--- src/rtl/fps_pkg.sv ---
// Package: shared bit positions and field widths of the status word.
// Assumes a 32-bit bus and occupancy fields of five bits.
package fps_pkg;
    localparam int STAT_W     = 32;
    localparam int LVL_W      = 5;
    localparam int B_TX_ERR   = 0;
    localparam int B_RX_ERR   = 1;
    localparam int B_IRQ      = 3;
    localparam int B_TX_EMPTY = 4;
    localparam int B_TX_NFULL = 5;
    localparam int B_RX_NEMPT = 6;
    localparam int B_RX_FULL  = 7;
    localparam int TX_LVL_LSB = 8;
    localparam int RX_LVL_LSB = 16;
    localparam logic ADDR_DATA = 1'b0;
    localparam logic ADDR_STAT = 1'b1;
endpackage

--- src/rtl/fps_queue.sv ---
// Module: synchronous queue with an occupancy counter.
// Assumes DEPTH is a power of two. A push while full is dropped,
// a pop while empty does nothing. Both are reported as strobes.
module fps_queue #(
    parameter int DATA_W = 8,
    parameter int DEPTH  = 16
) (
    input  logic                        clk,
    input  logic                        rst_n,
    input  logic                        push,
    input  logic [DATA_W-1:0]           push_data,
    input  logic                        pop,
    output logic [DATA_W-1:0]           head,
    output logic [$clog2(DEPTH+1)-1:0]  level,
    output logic                        empty,
    output logic                        full,
    output logic                        overflow,
    output logic                        underflow
);
    localparam int PTR_W = $clog2(DEPTH);
    localparam int CNT_W = $clog2(DEPTH+1);

    logic [DATA_W-1:0] mem [DEPTH];
    logic [PTR_W-1:0]  wr_ptr;
    logic [PTR_W-1:0]  rd_ptr;
    logic [CNT_W-1:0]  count;
    logic              push_ok;
    logic              pop_ok;

    // Accepted transfers and the error strobes for refused ones.
    always_comb begin
        empty     = (count == '0);
        full      = (count == CNT_W'(DEPTH));
        push_ok   = push && !full;
        pop_ok    = pop && !empty;
        overflow  = push && full;
        underflow = pop && empty;
    end

    // Store accepted entries; the storage itself needs no reset.
    always_ff @(posedge clk) begin
        if (push_ok) mem[wr_ptr] <= push_data;
    end

    // Advance the pointers and the occupancy count.
    always_ff @(posedge clk) begin
        if (!rst_n) begin
            wr_ptr <= '0;
            rd_ptr <= '0;
            count  <= '0;
        end else begin
            if (push_ok) wr_ptr <= wr_ptr + 1'b1;
            if (pop_ok)  rd_ptr <= rd_ptr + 1'b1;
            if (push_ok && !pop_ok)      count <= count + 1'b1;
            else if (pop_ok && !push_ok) count <= count - 1'b1;
        end
    end

    assign head  = mem[rd_ptr];
    assign level = count;
endmodule

--- src/rtl/fps_sticky.sv ---
// Module: sticky error flag cleared by a write of 1.
// Assumes that a set and a clear in the same cycle leave the flag set.
module fps_sticky (
    input  logic clk,
    input  logic rst_n,
    input  logic set,
    input  logic clr,
    output logic flag
);
    // Setting wins over clearing.
    always_ff @(posedge clk) begin
        if (!rst_n)   flag <= 1'b0;
        else if (set) flag <= 1'b1;
        else if (clr) flag <= 1'b0;
    end
endmodule

--- src/rtl/fifo_pair_status.sv ---
// Module: transmit and receive queues with a combined status word.
// Assumes one bus access per cycle and a single-bit address
// (0 data, 1 status). Status reads have no side effects.
module fifo_pair_status #(
    parameter int DATA_W = 8,
    parameter int DEPTH  = 16
) (
    input  logic              clk,
    input  logic              rst_n,
    input  logic              bus_wr_en,
    input  logic              bus_rd_en,
    input  logic              bus_addr,
    input  logic [31:0]       bus_wdata,
    output logic [31:0]       bus_rdata,
    output logic              bus_ack,
    input  logic              eng_tx_req,
    output logic [DATA_W-1:0] eng_tx_data,
    output logic              eng_tx_valid,
    input  logic              eng_rx_push,
    input  logic [DATA_W-1:0] eng_rx_data,
    input  logic              eng_irq
);
    import fps_pkg::*;
    localparam int CNT_W = $clog2(DEPTH+1);

    logic              wr_data, rd_data, wr_stat;
    logic [CNT_W-1:0]  tx_level, rx_level;
    logic              tx_empty, tx_full, rx_empty, rx_full;
    logic              tx_ovf, tx_unf, rx_ovf, rx_unf;
    logic [DATA_W-1:0] rx_head;
    logic              err_tx, err_rx;
    logic [STAT_W-1:0] status;

    // Decode the bus access.
    always_comb begin
        wr_data = bus_wr_en && (bus_addr == ADDR_DATA);
        rd_data = bus_rd_en && (bus_addr == ADDR_DATA);
        wr_stat = bus_wr_en && (bus_addr == ADDR_STAT);
    end

    fps_queue #(.DATA_W(DATA_W), .DEPTH(DEPTH)) u_txq (
        .clk(clk), .rst_n(rst_n),
        .push(wr_data), .push_data(bus_wdata[DATA_W-1:0]),
        .pop(eng_tx_req), .head(eng_tx_data), .level(tx_level),
        .empty(tx_empty), .full(tx_full),
        .overflow(tx_ovf), .underflow(tx_unf)
    );

    fps_queue #(.DATA_W(DATA_W), .DEPTH(DEPTH)) u_rxq (
        .clk(clk), .rst_n(rst_n),
        .push(eng_rx_push), .push_data(eng_rx_data),
        .pop(rd_data), .head(rx_head), .level(rx_level),
        .empty(rx_empty), .full(rx_full),
        .overflow(rx_ovf), .underflow(rx_unf)
    );

    fps_sticky u_txerr (
        .clk(clk), .rst_n(rst_n), .set(tx_ovf || tx_unf),
        .clr(wr_stat && bus_wdata[B_TX_ERR]), .flag(err_tx)
    );

    fps_sticky u_rxerr (
        .clk(clk), .rst_n(rst_n), .set(rx_ovf),
        .clr(wr_stat && bus_wdata[B_RX_ERR]), .flag(err_rx)
    );

    // Assemble the status word; unused bits are zero.
    always_comb begin
        status             = '0;
        status[B_TX_ERR]   = err_tx;
        status[B_RX_ERR]   = err_rx;
        status[B_IRQ]      = eng_irq;
        status[B_TX_EMPTY] = tx_empty;
        status[B_TX_NFULL] = !tx_full;
        status[B_RX_NEMPT] = !rx_empty;
        status[B_RX_FULL]  = rx_full;
        status[TX_LVL_LSB +: LVL_W] = LVL_W'(tx_level);
        status[RX_LVL_LSB +: LVL_W] = LVL_W'(rx_level);
    end

    // Read mux: status, receive head, or zero.
    always_comb begin
        bus_rdata = '0;
        if (bus_rd_en && bus_addr == ADDR_STAT)
            bus_rdata = status;
        else if (rd_data && !rx_empty)
            bus_rdata = 32'(rx_head);
    end

    assign bus_ack      = bus_wr_en || bus_rd_en;
    assign eng_tx_valid = !tx_empty;
endmodule

--- config.mk ---
export PLATFORM = sky130hd
export DESIGN_NAME = fifo_pair_status
export DESIGN_NICKNAME = d
export VERILOG_FILES = /design/src/rtl/fps_pkg.sv /design/src/rtl/fps_queue.sv /design/src/rtl/fps_sticky.sv /design/src/rtl/fifo_pair_status.sv
export SDC_FILE = /design/constraint.sdc
export NUM_CORES = 1
export LEC_CHECK = 0
export BUFFER_PORTS_ARGS = -buffer_cell sky130_fd_sc_hd__buf_2
export CAP_MARGIN = 20
export CORE_ASPECT_RATIO = 0.7
export CORE_MARGIN = 3
export CORE_UTILIZATION = 60
export CTS_CLUSTER_DIAMETER = 40
export CTS_CLUSTER_SIZE = 12
export DETAILED_ROUTE_END_ITERATION = 8
export PLACE_DENSITY = 0.87
export SETUP_SLACK_MARGIN = 0.15
export SLEW_MARGIN = 25
export SYNTH_ARGS = -nofsm -noshare
export SYNTH_HDL_FRONTEND = slang
export SYNTH_HIERARCHICAL = 1
export SYNTH_SLANG_ARGS = --single-unit
--- constraint.sdc ---
create_clock -name clk -period 4.4 [get_ports clk]
set_clock_uncertainty 0.2 [all_clocks]
set_input_delay 0.22 -clock clk [delete_from_list [all_inputs] [get_ports clk]]
set_output_delay 0.22 -clock clk [all_outputs]
set_load 0.02 [all_outputs]
==> summary.md <==
| Metric | Value |
|---|---|
| Post-CTS setup buffers | 0 |
| YS warnings | 6 |
| Pwr dens | 551.4 nW/um2 |
| Non-filler cells, final | 1,031 |
| Final GP Congestion | 0.8426 |
| Final period utilization | 77.31% |
| CTS sink cnt | 292 |
| Total CTS buffers | 34 |
| Relative slew margins | 32.04% |
| R2R setup slack | 1.34 ns |
| PortBufs | 51 |
| Leakage | 4.649 nW |
| Slew Limit Fails | 0 |
| Iteration-0 DRC Markers | 936 |
| WS Path Type | reg2out |
| Reg2reg end | u_rxq/level[3]$_SDFFE_PN0P_ |
| Area delta synth->final | 14.26% |
| Hold/Removal Path Class | in2reg |
| Total Wirelength | 27,910 um |
| Hpwl dp | 15,730 um |
| Final Power | 7.524 mW |
| Worst-Skew Late Latency | 0.51 ns |
| I/O pin total | 90 |
| Outcome | completed |
| Post-placement cell count | 958 |
| Final worst slack | 0.9984 ns |
| Std-Cell Rows | 42 |
| Final nets | 815 |
| Tot GR Track Use | 26.47% |
| Mapped cell area | 11,940 um2 |
| RSZ-0062 raised after global routing | false |
| TritonCTS clock tree | yes |
| Worst ir drop on vdd | 0.4604 mV |
| Initial antenna violation count | 1 |
| Vias in the first global route | 6,885 |
| Worst Setup End Kind | output pin |
| Clock root cell | clkbuf_16 |
| H-tree depth | 2 |
| Kind of start point of the critical path | register |
| Critical path arrival | 2.98 ns |
| Critical Path RT | 3.98 ns |
| Core Box Area | 19,230 um2 |
| Wirelength per Cell | 27.07 um |
| Worst Max-Slew Pin Slew | 1.016 ns |
| Grt total ovfl | 0 |
| Setup TNS | 0 ns |
| Final setup violation count | 0 |
| Via count | 6,815 |
| Mapped Cells | 668 |
| Pre-CTS WS | 1.432 ns |
| DRC | 0 |
| Fmax | 294.0 MHz |
| Post-CTS Resized | 0 |
| Final Hold Viols | 0 |
| Die Span X | 174.6 um |
| Hold-critical path depth | 4 |
| DR vias/cell | 6.610 |
| FF-to-FF Start | u_rxq/level[0]$_SDFFE_PN0P_ |
| Antenna-violating nets left | 0 |
| Worst Reg-to-Reg Cells | 9 |
| Die Y | 124.0 um |
| Critical Path Fanout Max | 32 |
| Worst-path clk slew | 0.06 ns |
| Worst hold start | eng_tx_req |
| Syn_area_per_cell | 17.88 um2 |
| Share of layout cells above drive strength 1 | 25.46% |
| Starting Density | 62.09% |
| Largest net degree at the start of global routing | 39 |
| CTS Buffer Depth | 3 |
| DR pass1 iterations | 5 |
| Tmin final | 3.402 ns |
| First-pass GRT wire length | 42,250 um |
| Die area | 21,660 um2 |
| MaxCap Viol Count | 0 |
state kept, by name, summed over array words and instances (netlist names), named ones only:
name          flops
u_rxq/mem       128
u_txq/mem       128
u_rxq/level       5
u_txq/level       5
u_rxq/rd_ptr      4
u_rxq/wr_ptr      4
u_txq/rd_ptr      4
u_txq/wr_ptr      4
u_rxerr/flag      1
u_txerr/flag      1
metal layers:
| layer | vias up | GRT usage [%] | share of wire [%] |
|---|---|---|---|
| li1 | 2778 | - | - |
| met5 | - | 0 | 0.047 |
| met4 | 2 | 8.566 | 3.1 |
| met2 | 553 | 39.77 | 45 |
| met3 | 85 | 8.349 | 13 |
| met1 | 3397 | 37.77 | 39 |
area by class of cell:
class                      instances  area, um2
sequential                       292       8414
fill                            1087       5588
multi-input combinational        332       3309
clock buffer                      47      973.4
timing repair buffer              76      485.5
tap                              264      330.3
clock inverter                     8      88.84
inverter                          11      41.29
antenna                            1      2.502
worst max-delay path by stage:
stage                                           start                          end  slack (ns)  cells after the start
final                                        register                 bus_rdata[1]         1.0                      6
after global routing                         register                 bus_rdata[1]        0.87                      6
after CTS                                    register                 bus_rdata[5]        1.04                      6
after detailed placement  u_rxq/level[0]$_SDFFE_PN0P_  u_rxq/level[3]$_SDFFE_PN0P_        1.43                      9
after global placement    u_rxq/level[0]$_SDFFE_PN0P_  u_rxq/level[3]$_SDFFE_PN0P_        1.49                      9
after floorplan           u_rxq/level[0]$_SDFFE_PN0P_  u_rxq/level[3]$_SDFFE_PN0P_        1.62                      9
layout by cell type, fill, tap and decap left out, drive strengths merged, types with 14 or more instances in the layout:
cell,instances
a22oi,32
and2,17
and3,15
buf,59
clkbuf,47
conb,14
dfxtp,36
dlygate4sd3,17
edfxtp,256
ha,18
inv,14
mux4,64
nand2,32
nor2,32
repair_timing:
item                                    4_1_cts  5_1_grt
hold buffers                                 17        0
endpoints found under the hold margin       257        0
endpoints found under the setup margin        0        0
worst max-delay path, stage by stage, from the launching register on:
cell and delay [ns]:
dfxtp_2 0.33, buf_4 0.53, mux4_2 0.62, a22oi_1 0.35
nand2_1 0.16, a32o_1 0.28, buf_2 0.16
per-stage QoR:
stage / utilization, % / hold WS (ns) / instance area, um2
after global placement: 64.43 / 0.3434 / 12390
after floorplan: - / 0.1189 / 11990
final: 70.95 / 0.007671 / 13650
after CTS: 70.93 / 0.002479 / 13640
after global routing: 70.93 / 0.03265 / 13640
after detailed placement: 64.53 / 0.3603 / 12410
power by group:
group          internal [mW]  switching [mW]  leakage (nW)
combinational          0.669           0.799          1.54
clock                   1.61            1.11         0.504
sequential              3.14           0.199          2.60
(Power assumes the default switching activity.)
